<file path="src/rtl/ifx_pkg.sv">
package ifx_pkg;

  typedef enum logic [2:0] {
    TRAP_NONE      = 3'd0,
    TRAP_MISALIGN  = 3'd1,
    TRAP_ACCESS    = 3'd2,
    TRAP_REAL_MISS = 3'd3,
    TRAP_FAST_MISS = 3'd4
  } trap_e;

  typedef enum logic [3:0] {
    FT_NONE     = 4'd0,
    FT_OTHER    = 4'd1,
    FT_VA_RANGE = 4'd2,
    FT_PRIV     = 4'd3
  } fault_e;

  typedef enum logic [1:0] {
    CT_PRIMARY   = 2'd0,
    CT_SECONDARY = 2'd1,
    CT_NUCLEUS   = 2'd2
  } ctx_e;

  typedef enum logic [1:0] {
    PA_NONE   = 2'd0,
    PA_BYPASS = 2'd1,
    PA_TLB    = 2'd2
  } pasel_e;

  // strobes from control to datapath
  typedef struct packed {
    logic   rspLoad;
    trap_e  trap;
    pasel_e paSel;
    logic   statusWr;
    fault_e faultType;
    logic   tagWr;
    logic   tlbReq;
    logic   realLookup;
    logic   useNucleus;
  } strobe_t;

endpackage

</file>
<file path="src/rtl/ifx_ctrl.sv">
module ifx_ctrl
  import ifx_pkg::*;
(
  input  logic    reqValid,
  input  logic    hyperPriv,
  input  logic    redState,
  input  logic    tlNonZero,
  input  logic    privMode,
  input  logic    addrMask,
  input  logic    mmuEnable,
  input  logic    vaMisaligned,
  input  logic    vaInHole,
  input  logic    tlbHit,
  input  logic    tlbPriv,
  output strobe_t stb
);

  // priority walk: bypass, alignment, hole, lookup, miss, privilege
  always_comb begin
    stb            = '0;
    stb.rspLoad    = reqValid;
    stb.useNucleus = tlNonZero;
    stb.realLookup = !mmuEnable;
    stb.trap       = TRAP_NONE;
    stb.paSel      = PA_NONE;
    stb.faultType  = FT_NONE;
    if (hyperPriv || redState) begin
      stb.paSel = PA_BYPASS;
    end else if (vaMisaligned) begin
      stb.trap      = TRAP_MISALIGN;
      stb.faultType = FT_OTHER;
    end else if (!addrMask && vaInHole) begin
      stb.trap      = TRAP_ACCESS;
      stb.faultType = FT_VA_RANGE;
    end else begin
      stb.tlbReq = reqValid;
      if (!tlbHit) begin
        stb.trap  = mmuEnable ? TRAP_FAST_MISS : TRAP_REAL_MISS;
        stb.tagWr = reqValid;
      end else if (!privMode && tlbPriv) begin
        stb.trap      = TRAP_ACCESS;
        stb.faultType = FT_PRIV;
      end else begin
        stb.paSel = PA_TLB;
      end
    end
    stb.statusWr = reqValid && (stb.faultType != FT_NONE);
  end

endmodule

</file>
<file path="src/rtl/ifx_dpath.sv">
module ifx_dpath
  import ifx_pkg::*;
#(
  parameter int VA_W      = 64,
  parameter int PA_W      = 40,
  parameter int CTX_W     = 13,
  parameter int PID_W     = 3,
  parameter int ASI_W     = 8,
  parameter int PAGE_BITS = 13,
  parameter logic [VA_W-1:0]  HOLE_LO = 64'h0000_8000_0000_0000,
  parameter logic [VA_W-1:0]  HOLE_HI = 64'hFFFF_7FFF_FFFF_FFFF,
  parameter logic [ASI_W-1:0] ASI_NUC = 8'h04,
  parameter logic [ASI_W-1:0] ASI_PRI = 8'h80,
  localparam int SW_W = ASI_W + 16,
  localparam int HI_W = VA_W - 32
) (
  input  logic             clk,
  input  logic             rst_n,
  input  strobe_t          stb,
  input  logic [VA_W-1:0]  reqVa,
  input  logic             addrMask,
  input  logic [PID_W-1:0] partId,
  input  logic [CTX_W-1:0] primaryCtx,
  input  logic [PA_W-1:0]  tlbPa,
  input  logic [PA_W-1:0]  tlbPageMask,
  output logic             vaMisaligned,
  output logic             vaInHole,
  output logic [VA_W-1:0]  tlbReqVa,
  output logic [PID_W-1:0] tlbReqPid,
  output logic [CTX_W-1:0] tlbReqCtx,
  output logic             tlbReqReal,
  output logic             rspValid,
  output logic [2:0]       rspTrap,
  output logic [PA_W-1:0]  rspPa,
  output logic [SW_W-1:0]  faultStatus,
  output logic [VA_W-1:0]  tagAccess
);

  logic [VA_W-1:0]  effVa;
  logic [CTX_W-1:0] selCtx;
  logic [CTX_W-1:0] lookupCtx;
  logic [ASI_W-1:0] asiSel;
  ctx_e             ctxType;
  logic [PA_W-1:0]  paNext;
  logic [VA_W-1:0]  tagNext;
  logic [SW_W-1:0]  statusNext;
  trap_e            trapQ;

  assign effVa        = addrMask ? {{HI_W{1'b0}}, reqVa[31:0]} : reqVa;
  assign vaMisaligned = |reqVa[2:0];
  assign vaInHole     = (reqVa >= HOLE_LO) && (reqVa <= HOLE_HI);

  assign selCtx    = stb.useNucleus ? '0 : primaryCtx;
  assign lookupCtx = stb.realLookup ? '0 : selCtx;
  assign asiSel    = stb.useNucleus ? ASI_NUC : ASI_PRI;
  assign ctxType   = stb.useNucleus ? CT_NUCLEUS : CT_PRIMARY;

  assign tlbReqVa   = stb.realLookup ? reqVa : effVa;
  assign tlbReqPid  = partId;
  assign tlbReqCtx  = lookupCtx;
  assign tlbReqReal = stb.realLookup;

  always_comb begin
    case (stb.paSel)
      PA_BYPASS: paNext = reqVa[PA_W-1:0];
      PA_TLB:    paNext = (tlbPa & ~tlbPageMask) | (reqVa[PA_W-1:0] & tlbPageMask);
      default:   paNext = '0;
    endcase
  end

  assign tagNext = {effVa[VA_W-1:PAGE_BITS], {PAGE_BITS{1'b0}}} | VA_W'(lookupCtx);

  assign statusNext = {asiSel, 5'b0, stb.faultType, 1'b0, ctxType, 2'b00,
                       faultStatus[0], 1'b1};

  always_ff @(posedge clk or negedge rst_n) begin
    if (!rst_n) begin
      rspValid    <= 1'b0;
      trapQ       <= TRAP_NONE;
      rspPa       <= '0;
      faultStatus <= '0;
      tagAccess   <= '0;
    end else begin
      rspValid <= stb.rspLoad;
      if (stb.rspLoad) begin
        trapQ <= stb.trap;
        rspPa <= paNext;
      end
      if (stb.statusWr) faultStatus <= statusNext;
      if (stb.tagWr)    tagAccess   <= tagNext;
    end
  end

  assign rspTrap = trapQ;

endmodule

</file>
<file path="src/rtl/ifetch_xlate.sv">
module ifetch_xlate
  import ifx_pkg::*;
#(
  parameter int VA_W      = 64,
  parameter int PA_W      = 40,
  parameter int CTX_W     = 13,
  parameter int PID_W     = 3,
  parameter int TL_W      = 3,
  parameter int ASI_W     = 8,
  parameter int PAGE_BITS = 13,
  parameter logic [VA_W-1:0]  HOLE_LO = 64'h0000_8000_0000_0000,
  parameter logic [VA_W-1:0]  HOLE_HI = 64'hFFFF_7FFF_FFFF_FFFF,
  parameter logic [ASI_W-1:0] ASI_NUC = 8'h04,
  parameter logic [ASI_W-1:0] ASI_PRI = 8'h80
) (
  input  logic               clk,
  input  logic               rst_n,
  input  logic               reqValid,
  input  logic [VA_W-1:0]    reqVa,
  input  logic               hyperPriv,
  input  logic               redState,
  input  logic [TL_W-1:0]    trapLevel,
  input  logic               privMode,
  input  logic               addrMask,
  input  logic               mmuEnable,
  input  logic [PID_W-1:0]   partId,
  input  logic [CTX_W-1:0]   primaryCtx,
  output logic               tlbReqValid,
  output logic [VA_W-1:0]    tlbReqVa,
  output logic [PID_W-1:0]   tlbReqPid,
  output logic [CTX_W-1:0]   tlbReqCtx,
  output logic               tlbReqReal,
  input  logic               tlbHit,
  input  logic               tlbPriv,
  input  logic [PA_W-1:0]    tlbPa,
  input  logic [PA_W-1:0]    tlbPageMask,
  output logic               rspValid,
  output logic [2:0]         rspTrap,
  output logic [PA_W-1:0]    rspPa,
  output logic [ASI_W+15:0]  faultStatus,
  output logic [VA_W-1:0]    tagAccess
);

  strobe_t stb;
  logic    vaMisaligned;
  logic    vaInHole;

  ifx_ctrl u_ctrl (
    .reqValid     (reqValid),
    .hyperPriv    (hyperPriv),
    .redState     (redState),
    .tlNonZero    (|trapLevel),
    .privMode     (privMode),
    .addrMask     (addrMask),
    .mmuEnable    (mmuEnable),
    .vaMisaligned (vaMisaligned),
    .vaInHole     (vaInHole),
    .tlbHit       (tlbHit),
    .tlbPriv      (tlbPriv),
    .stb          (stb)
  );

  ifx_dpath #(
    .VA_W(VA_W), .PA_W(PA_W), .CTX_W(CTX_W), .PID_W(PID_W), .ASI_W(ASI_W),
    .PAGE_BITS(PAGE_BITS), .HOLE_LO(HOLE_LO), .HOLE_HI(HOLE_HI),
    .ASI_NUC(ASI_NUC), .ASI_PRI(ASI_PRI)
  ) u_dpath (
    .clk          (clk),
    .rst_n        (rst_n),
    .stb          (stb),
    .reqVa        (reqVa),
    .addrMask     (addrMask),
    .partId       (partId),
    .primaryCtx   (primaryCtx),
    .tlbPa        (tlbPa),
    .tlbPageMask  (tlbPageMask),
    .vaMisaligned (vaMisaligned),
    .vaInHole     (vaInHole),
    .tlbReqVa     (tlbReqVa),
    .tlbReqPid    (tlbReqPid),
    .tlbReqCtx    (tlbReqCtx),
    .tlbReqReal   (tlbReqReal),
    .rspValid     (rspValid),
    .rspTrap      (rspTrap),
    .rspPa        (rspPa),
    .faultStatus  (faultStatus),
    .tagAccess    (tagAccess)
  );

  assign tlbReqValid = stb.tlbReq;

endmodule

</file>
<file path="config.mk">
export PLATFORM = sky130hd
export DESIGN_NAME = ifetch_xlate
export DESIGN_NICKNAME = d
export VERILOG_FILES = /design/src/rtl/ifx_pkg.sv /design/src/rtl/ifx_ctrl.sv /design/src/rtl/ifx_dpath.sv /design/src/rtl/ifetch_xlate.sv
export SDC_FILE = /design/constraint.sdc
export NUM_CORES = 1
export LEC_CHECK = 0
export BUFFER_PORTS_ARGS = -buffer_cell sky130_fd_sc_hd__buf_4
export CAP_MARGIN = 20
export CORE_AREA = 2 2 151 153
export DETAILED_ROUTE_END_ITERATION = 16
export DIE_AREA = 0 0 153 155
export HOLD_SLACK_MARGIN = 0.12
export PLACE_DENSITY = 0.52
export REMOVE_ABC_BUFFERS = 1
export SYNTH_ARGS = -nofsm -noshare
export SYNTH_HDL_FRONTEND = slang
export SYNTH_SLANG_ARGS = --single-unit
export TNS_END_PERCENT = 1
</file>
<file path="constraint.sdc">
create_clock -name clk -period 3 [get_ports clk]
set_clock_uncertainty 0.15 [all_clocks]
set_input_delay 0.3 -clock clk [delete_from_list [all_inputs] [get_ports clk]]
set_output_delay 0.3 -clock clk [all_outputs]
set_load 0.1 [all_outputs]
</file>
==> key figures <==
Critical path
  – Critical path, cell by cell: dlygate4sd3_1 -> buf_4 -> nand3_2 -> a2111oi_4 -> buf_4 -> buf_6 -> nand3b_1 -> dlygate4sd3_1 -> o221ai_1
  – Crit path max fanout: 38
  – Setup crit end kind: register
  – CP Launch Type: primary input
  – R2r setup slk: 1.50 ns
  – CP max-delay cell: dlygate4sd3_1
  – WP data required: 3.17 ns
  – Slowest stage delay, CP: 0.57 ns
  – CP arrival: 2.93 ns
  – Critical path type: in2reg

Pwr
  – Net Sw Frac: 41.8%
  – Pleak: 5.44 nW
  – Sequential share of power: 28.8%
  – Switching power: 2.47 mW
  – Peak VDD IR: 0.000299 V
  – PwrDens: 555 nW/µm²
  – Combinational Power Share: 37.1%
  – Clock power frac: 34.2%
  – Internal power: 3.44 mW

Floorplanning
  – Die ar.: 23,700 µm²
  – Placeable Area: 22,200 µm²
  – Die X-Extent: 153 µm
  – Height of the die: 155 µm
  – Io pins: 387
  – Starting density of the core: 25.8%
  – Row count: 55

Logic synthesis
  – Most frequent cells after synthesis: dfrtp_1, inv_1, nand2_1
  – Mapped Avg Cell Area: 9.22 µm²
  – Syn Inst Count: 621
  – Ys Warns: 0
  – Dominant synthesized flop cell: dfrtp_1
  – Synth area leaders: dfrtp_1, buf_4, inv_1
  – Most frequent cell after synthesis: dfrtp_1
  – Post-synthesis register bit count: 114
  – Cell area after synthesis: 5730 µm²
  – Cell taking the most area after synthesis: dfrtp_1
  – Post-synth top area share: 49.8%
  – Library cells used by synthesis: 36
  – Post-synthesis async set-or-reset flop share: 100%
  – Post-synth EDFFs: 0
  – Seq/Total Area, Yosys: 49.8%

Route
  – Metal-1 WL: 9.46 mm
  – Drt drc: 0
  – Met2 WL: 11.5 mm
  – DR top layer: met5
  – Routed vias: 6,256
  – Drt total wl: 23.1 mm
  – WL met3: 1.66 mm
  – ANT nets after route: 0
  – Iter 0 DRT Violations: 280
  – Detail-routed net length per standard cell: 16.5 µm
  – 1st-pass router iterations: 5
  – Vias per cell: 4.47

Clock network
  – CTS tree: done
  – CTS Root Buffer Type: clkbuf_16
  – Skew-Pair Late Insertion Delay: 0.41 ns
  – Clock sink total: 114
  – Max Root-Sink Buffers: 2
  – CTS Buf Count: 17
  – Htree depth: 4
  – Clock-pin slew on the worst setup and hold paths: 0.06 ns

GRT
  – GRT Overall Usage: 18.4%
  – First-pass GRT wire length: 34.5 mm
  – Largest net degree at the start of global routing: 78
  – Initial antenna violation count: 1
  – Number of global-route vias before repair: 6,386
  – Grt total ovfl: 0

STA
  – RSZ-0062 raised after global routing: no
  – Tcrit/Tclk final: 92.1%
  – Final Hold Vio Count: 0
  – Slew Limit Fails: 0
  – Worst slew margin: 59.2%
  – Fmax: 362 MHz
  – Final setup viols: 0
  – Worst slew pin tran: 0.611 ns
  – Tmin final: 2.76 ns

Placed design
  – DP Cell Count: 1,204
  – DPL Wire Length: 15.6 mm
  – RD Place Congestion: 0.749
  – Number of port buffers: 363
  – Area post-placement: 8430 µm²

Min path
  – Worst Hold Class: in2reg

Outcome
  – Status: completed

Layout
  – Area grow syn2layout: 86.2%
  – Net total in the final layout: 1,275
  – Design Area, Final: 10,700 µm²
  – # diodes: 0
  – Layout cells sized above 1: 38.3%
  – Post-Layout Cell Count: 1,400
  – Fin util: 48.0%

Flow run
  – Number of max-cap violations: 0
[power groups by stage]
stage / Clock, mW / Sequential [mW] / Combinational (mW)
floorplan: 0 / 2.49 / 0.503
global placement: 0 / 1.73 / 2.02
detailed placement: 0 / 1.73 / 2.03
CTS: 2.08 / 1.70 / 2.19
global route: 2.15 / 1.71 / 2.27
finish: 2.02 / 1.70 / 2.19
[placed cells by master, fill, tap and decap left out, drive strengths merged, types with 2 or more instances in the layout]
cell and count:
buf 373, dlygate4sd3 161, dfrtp 114, inv 84, nand2 78, o21ai 50, a21oi 48, and2 24
a32oi 22, clkbuf 19, nand3b 18, conb 17, mux2 15, o221ai 15, and3 13, nand2b 11
o31ai 8, nor2 6, clkinv 6, nor4 4, nand3 4, nand4 3, nor3 3, or3 2
o22a 2, o22ai 2, clkinvlp 2, bufinv 2
[layer usage]
layer / vias up / track usage, %
li1: 2986 / -
met1: 2937 / 21.8
met2: 300 / 32.4
met3: 31 / 5.15
met4: 2 / 6.17
met5: - / 0
[kinds of logic (layout without fill, tap and decap cells)]
logic type             count (synthesis)  after routing  synth area share (%)
AO/OA/AOI/OAI                        153            153                  17.0
buffers and inverters                169            647                  14.9
multiplexers                          16             16                  3.12
flip-flops                           114            114                  49.8
AND/OR/NAND/NOR                      168            168                  15.1
other                                  1             17                0.0655
[per-stage QoR]
| step | worst slack (ns) | setup TNS, ns | hold WS, ns | total power [mW] |
|---|---|---|---|---|
| after floorplan | -1.80 | -131.48 | -0.146 | 2.99 |
| after global placement | 0.458 | 0 | 0.000871 | 3.75 |
| after detailed placement | 0.418 | 0 | -0.000835 | 3.76 |
| after CTS | 0.0944 | 0 | 0.120 | 5.97 |
| after global routing | 0.0856 | 0 | 0.141 | 6.13 |
| final | 0.236 | 0 | 0.138 | 5.91 |
[layout make-up]
type	instances	area (µm²)
multi-input cells	354	2100
well taps	285	357
fillers	2164	11600
inverters	80	300
repair buffers	535	4470
clock buffers	18	429
flip-flops and latches	114	2850
clock inverters	14	155
[what timing repair did]
item,in CTS,in global routing
hold endpoints to repair,190,0
endpoints found under the setup margin,0,37
setup buffers,0,2
hold buffers,161,0
gates resized for setup,0,2
[state kept, by name, summed over array words and instances (netlist names)]
signal / cells
u_dpath.faultStatus: 6
u_dpath.tagAccess: 64
u_dpath.rspTrap: 3
u_dpath.rspValid: 1
u_dpath.rspPa: 40
[worst max-delay path, delay by kind of cell]
family	cells	cell delay [ns]
simple gates	2	0.33
buf+inv	5	1.94
compound gates	2	0.32
[path summary, 6_finish.rpt]
kind | from | endpoint | cells after the start
worst max-delay path | reqValid | u_dpath.rspPa[18] | 9
worst min-delay path | primaryCtx[6] | u_dpath.tagAccess[6] | 3
worst max register to register | u_dpath.rspPa[5] | u_dpath.rspPa[5] | 3
worst min register to register | u_dpath.tagAccess[41] | u_dpath.tagAccess[41] | 2
max in group asynchronous | rst_n | u_dpath.rspPa[1] | 3
min in group asynchronous | rst_n | u_dpath.rspPa[38] | 3
Power figures use the tool's default switching activity.
